File: src/rtl/rsds_pkg.sv
package rsds_pkg;

  localparam int DEF_PAIRS = 6;

  typedef enum logic {
    PH_FALL = 1'b0,
    PH_RISE = 1'b1
  } phase_e;

  // Word bit position of a lane's half-period sample.
  function automatic int chain_index(input int lane, input int phase);
    return 2 * lane + phase;
  endfunction

endpackage

File: src/rtl/rsds_fall_capture.sv
module rsds_fall_capture
  import rsds_pkg::*;
#(
  parameter int NUM_PAIRS = DEF_PAIRS
) (
  input  logic                 dclk,
  input  logic                 rst_n,
  input  logic                 if_sel,
  input  logic                 cap_en,
  input  logic [NUM_PAIRS-1:0] pair_bits,
  output logic [NUM_PAIRS-1:0] fall_bits,
  output logic                 half_ready
);

  logic take_fall;
  assign take_fall = if_sel & cap_en;

  always_ff @(negedge dclk or negedge rst_n) begin
    if (!rst_n) begin
      fall_bits  <= '0;
      half_ready <= 1'b0;
    end else begin
      half_ready <= take_fall;
      if (take_fall) fall_bits <= pair_bits;
    end
  end


  no_start_without_enable_chk: assert property (
    @(negedge dclk) disable iff (!rst_n)
    !cap_en |=> !half_ready
  );


  no_start_when_deselected_chk: assert property (
    @(negedge dclk) disable iff (!rst_n)
    !if_sel |=> !half_ready
  );

endmodule

File: src/rtl/rsds_rise_combine.sv
module rsds_rise_combine
  import rsds_pkg::*;
#(
  parameter int NUM_PAIRS = DEF_PAIRS,
  localparam int WORD_W = 2 * NUM_PAIRS
) (
  input  logic                 dclk,
  input  logic                 rst_n,
  input  logic                 if_sel,
  input  logic                 half_ready,
  input  logic [NUM_PAIRS-1:0] fall_bits,
  input  logic [NUM_PAIRS-1:0] pair_bits,
  output logic [WORD_W-1:0]    word_o,
  output logic                 word_vld_o,
  output logic                 word_done
);

  logic [WORD_W-1:0] merged;

  for (genvar p = 0; p < NUM_PAIRS; p++) begin : g_lane
    assign merged[chain_index(p, int'(PH_FALL))] = fall_bits[p];
    assign merged[chain_index(p, int'(PH_RISE))] = pair_bits[p];
  end

  assign word_done = half_ready & if_sel;

  always_ff @(posedge dclk or negedge rst_n) begin
    if (!rst_n) begin
      word_o     <= '0;
      word_vld_o <= 1'b0;
    end else begin
      word_vld_o <= word_done;
      if (word_done) word_o <= merged;
    end
  end


  idle_when_deselected_chk: assert property (
    @(posedge dclk) disable iff (!rst_n)
    !if_sel |=> !word_vld_o
  );


  no_word_without_half_chk: assert property (
    @(posedge dclk) disable iff (!rst_n)
    !half_ready |=> !word_vld_o
  );


  complete_pair_strobes_chk: assert property (
    @(posedge dclk) disable iff (!rst_n)
    (half_ready && if_sel) |=> word_vld_o
  );


  word_held_when_idle_chk: assert property (
    @(posedge dclk) disable iff (!rst_n)
    !word_vld_o |-> $stable(word_o)
  );

endmodule

File: src/rtl/rsds_dual_edge_sampler.sv
module rsds_dual_edge_sampler
  import rsds_pkg::*;
#(
  parameter int NUM_PAIRS = DEF_PAIRS,
  localparam int WORD_W = 2 * NUM_PAIRS
) (
  input  logic                 dclk,
  input  logic                 rst_n,
  input  logic                 if_sel,
  input  logic                 cap_en,
  input  logic [NUM_PAIRS-1:0] pair_bits,
  output logic [WORD_W-1:0]    word_o,
  output logic                 word_vld_o
);

  logic [NUM_PAIRS-1:0] fall_bits;
  logic                 half_ready;
  logic                 word_done;

  rsds_fall_capture #(.NUM_PAIRS(NUM_PAIRS)) u_fall (
    .dclk       (dclk),
    .rst_n      (rst_n),
    .if_sel     (if_sel),
    .cap_en     (cap_en),
    .pair_bits  (pair_bits),
    .fall_bits  (fall_bits),
    .half_ready (half_ready)
  );

  rsds_rise_combine #(.NUM_PAIRS(NUM_PAIRS)) u_rise (
    .dclk       (dclk),
    .rst_n      (rst_n),
    .if_sel     (if_sel),
    .half_ready (half_ready),
    .fall_bits  (fall_bits),
    .pair_bits  (pair_bits),
    .word_o     (word_o),
    .word_vld_o (word_vld_o),
    .word_done  (word_done)
  );


  reset_quiet_chk: assert property (
    @(posedge dclk) !rst_n |-> (!word_vld_o && word_o == '0)
  );


  strobe_tracks_done_chk: assert property (
    @(posedge dclk) disable iff (!rst_n)
    !word_done |=> !word_vld_o
  );

endmodule

File: config.mk
export PLATFORM = sky130hd
export DESIGN_NAME = rsds_dual_edge_sampler
export DESIGN_NICKNAME = d
export VERILOG_FILES = /design/src/rtl/rsds_pkg.sv /design/src/rtl/rsds_fall_capture.sv /design/src/rtl/rsds_rise_combine.sv /design/src/rtl/rsds_dual_edge_sampler.sv
export SDC_FILE = /design/constraint.sdc
export NUM_CORES = 1
export LEC_CHECK = 0
export ABC_AREA = 0
export BUFFER_PORTS_ARGS = -buffer_cell sky130_fd_sc_hd__buf_2
export CAP_MARGIN = 20
export CORE_UTILIZATION = 48
export CTS_CLUSTER_DIAMETER = 50
export CTS_CLUSTER_SIZE = 30
export DETAILED_ROUTE_END_ITERATION = 10
export GPL_TIMING_DRIVEN = 0
export PLACE_DENSITY = 0.74
export SYNTH_ARGS = -nofsm -noshare
export SYNTH_HDL_FRONTEND = slang
export SYNTH_SLANG_ARGS = --single-unit
File: constraint.sdc
create_clock -name dclk -period 1.5 [get_ports dclk]
set_input_delay 0.3 -clock dclk [delete_from_list [all_inputs] [get_ports dclk]]
set_output_delay 0.3 -clock dclk [all_outputs]
set_load 0.1 [all_outputs]
* Yosys cells after proc, flatten, opt, wreduce, memory -nomap -nowiden *
Cells that the tools add are included.

word-level totals
  logic and storage cells = 6
  register bits after elaboration = 20
  output and inout bits = 13

cells by class
  bitwise gates (word level) = 2

operator list
  cell           number
  $and A1 B1 Y1  2

* Longest topological paths before layout *
  depth in word-level cells = 1
  mapped depth = 3

* Cells and area by module *
A second synthesis with hierarchy kept.

unflattened totals
  cells, all modules = 43
  area, all modules = 768.2 um^2

by module, submodules not included
  module             sequential area each (um^2)  times used  area each (um^2)  cells an instance
  rsds_rise_combine  325.3                        1           515.5             28
  rsds_fall_capture  175.2                        1           252.7             15

==> key figures <==
Floorplanning
  • Die area: 1760 um2
  • Width of the die: 41.9 um
  • Site row count: 14
  • Std-Cell Core Area: 1510 um2
  • Num ports: 23
  • Initial Utilization: 0.508
  • Die boundary height: 41.9 um

Setup path
  • Category of the most critical setup path: register to register
  • Worst path required time: 1.69 ns
  • Capture instance of the worst register-to-register path: u_rise.word_o[7]$_DFFE_PN0P_
  • Internal reg-to-reg setup slack: -0.32 ns
  • Endpoint of the worst setup timing path: u_rise.word_o[7]$_DFFE_PN0P_
  • Arrival time of data at the critical path endpoint: 2.01 ns
  • Critical Path Start Type: register
  • Reg2reg start: u_fall.half_ready$_DFF_NN0_
  • Launch point of the critical path: u_fall.half_ready$_DFF_NN0_
  • Maximum fanout count along the critical path: 5
  • Worst R2R Path Depth: 3
  • Crit end category: register

Clock tree
  • Maximum root-to-sink buffer count: 2
  • Clk sink count: 20
  • Library cell used as clock root buffer: clkbuf_4
  • TritonCTS clock tree: yes
  • Latest clock arrival within the worst-skew pair: 0.31 ns
  • Clock slew at reported path FFs: 0.12 ns
  • Total clock buffers created by CTS: 3
  • H-tree level count: 1

GRT
  • Initial antenna violation count: 0
  • First-pass GRT wire length: 2.16 mm
  • Global route total overflow: 0
  • Overall Global Routing Usage: 0.176
  • Number of global-route vias before repair: 474
  • Pin count of the biggest net entering global routing: 21

Route
  • Count of vias placed by the detailed router: 456
  • Post-detailed-route count of antenna-violating nets: 0
  • Wire length after detailed routing: 1.23 mm
  • Number of design-rule violations left by the first detailed-router iteration: 1
  • Via/cell ratio: 5.07
  • Routed WL per cell: 13.7 um
  • Number of iterations in the first detailed-routing pass: 2
  • Number of remaining DRC errors: 0

Timing
  • Worst hold margin: 0.232 ns
  • Setup violators final: 13
  • Summed negative setup slack over all endpoints: -3.65 ns
  • Slew at the pin closest to its max-slew limit: 0.487 ns
  • Hold Vio Cnt, Final: 0
  • Headroom to the max-slew limit: 0.677
  • Final Worst Setup Slack: -0.322 ns
  • Final slew viol count: 0
  • Setup repair after global routing missed its margin: yes
  • Final clock skew: 0.0189 ns

Power and ir drop
  • Switching power: 885 uW
  • Max IR drop VDD: 1200 uV
  • Seq pwr share: 0.348
  • Cell internal power dissipation: 1.12 mW
  • Part of the power in the clock network: 0.218
  • Leak: 0.575 nW
  • Switching share of power: 0.442
  • Combinational Power Share: 0.434
  • Power per Cell Area: 1880 nW/um2

Finish
  • Leading cell types in the layout, fill and taps excluded: 21 x buf_2, 15 x mux2_4, 13 x dfrtp_1, 7 x dfrtn_1, 4 x clkbuf_4
  • Share of final-layout standard cells stronger than drive strength 1: 0.703
  • Area growth, synth to finish: 38.7%
  • FF+latch area: 500 um2
  • Inserted Diodes: 0
  • Number of fillers in the final layout: 105
  • Non-filler cells in the finished layout: 90
  • Post-route core utilization: 0.705
  • Combined area of the multi-input logic cells: 290 um2
  • Final net count: 85
  • Most common cell after layout, fill and taps aside: buf_2

Synth
  • Number of distinct standard cells referenced by the synthesized netlist: 8
  • Number of synthesized register bits: 20
  • Post-Syn Nets: 53
  • Synthesized netlist cell count: 43
  • Post-synthesis average cell area: 17.8 um2
  • Yosys warning total: 0
  • Sequential element share of the synthesized area: 0.654
  • Total standard cell area after synthesis: 766 um2

Placed design
  • Placed Instances: 81
  • Detail Placement HPWL: 788 um
  • Port bufs: 22
  • Routability Congestion: 0.646

Status
  • Result of the run: finished, violations left
  • Violated checks: setup timing

Flow run
  • Count of maximum capacitance violations: 0

Worst hold path
  • Worst hold path class: input pin to register
synthesized netlist by cell type:
library cell	number	area, um2
buf_6	1	11.3
mux2_4	9	135
inv_1	2	7.51
dfrtp_1	13	325
nand2_2	1	6.26
mux2_2	9	101
dfrtn_1	7	175
nand2_1	1	3.75
stage by stage:
step | setup slack (ns) | power (mW) | instance area (um2)
2_1_floorplan | -0.267 | 1.43 | 805
3_3_place_gp | -0.309 | 1.55 | 935
3_5_place_dp | -0.322 | 1.56 | 935
4_1_cts | -0.318 | 2.01 | 1050
5_1_grt | -0.345 | 2.08 | 1060
6_report | -0.322 | 2.00 | 1060
critical path: stages (launching register included):
cell	delay, ns
dfrtn_1	0.44
nand2_4	0.09
buf_8	0.15
mux2_4	0.29
worst min-delay path by stage:
stage,start,end,slack [ns],depth (start not counted)
2_1_floorplan,rst_n,u_rise.word_o[0]$_DFFE_PN0P_,0.004,0
3_3_place_gp,rst_n,u_rise.word_o[3]$_DFFE_PN0P_,0.26,1
3_5_place_dp,rst_n,u_rise.word_o[5]$_DFFE_PN0P_,0.26,1
4_1_cts,pair_bits[5],u_rise.word_o[11]$_DFFE_PN0P_,0.23,2
5_1_grt,pair_bits[4],u_rise.word_o[9]$_DFFE_PN0P_,0.21,2
6_report,pair_bits[5],u_rise.word_o[11]$_DFFE_PN0P_,0.23,2
sequential cells by signal (all words and copies together) (netlist names):
name and cells:
u_fall.fall_bits 6, u_fall.half_ready 1, u_rise.word_o 12, u_rise.word_vld_o 1
layout make-up:
type | count | share of cell area
well taps | 16 | 0.0188
repair buffers | 27 | 0.166
plain buffers | 1 | 0.0141
flip-flops and latches | 20 | 0.471
clock buffers | 3 | 0.0212
multi-input cells | 20 | 0.273
inverters | 2 | 0.00707
clock inverters | 1 | 0.0283
what timing repair did:
action	in CTS	in global routing
hold endpoints to repair	13	0
gates resized for setup	4	2
gates cloned	1	0
hold buffers	1	0
setup endpoints to repair	13	20
setup buffers	2	1
pin swaps	1	1
kinds of logic after synthesis:
logic type,Yosys count,share of synthesized area
multiplexers,18,0.309
buffers and inverters,3,0.0245
AND/OR/NAND/NOR,2,0.0131
flip-flops,20,0.654
per-layer routing:
metal	vias up	share of wire	global-route usage	routed length, um
met2	14	0.45	0.266	557
met1	229	0.48	0.215	595
met4	0	0.014	0.0774	17
li1	208	-	-	-
met5	-	0	0	0
met3	5	0.048	0.0826	59
power groups by stage:
stage	combinational, mW	clock [mW]	sequential, mW
final	0.869	0.436	0.695
after global routing	0.893	0.473	0.709
after global placement	0.850	0	0.702
after detailed placement	0.854	0	0.705
after CTS	0.869	0.447	0.696
after floorplan	0.158	0	1.27
No activity file was read; power rests on OpenSTA's default activity.
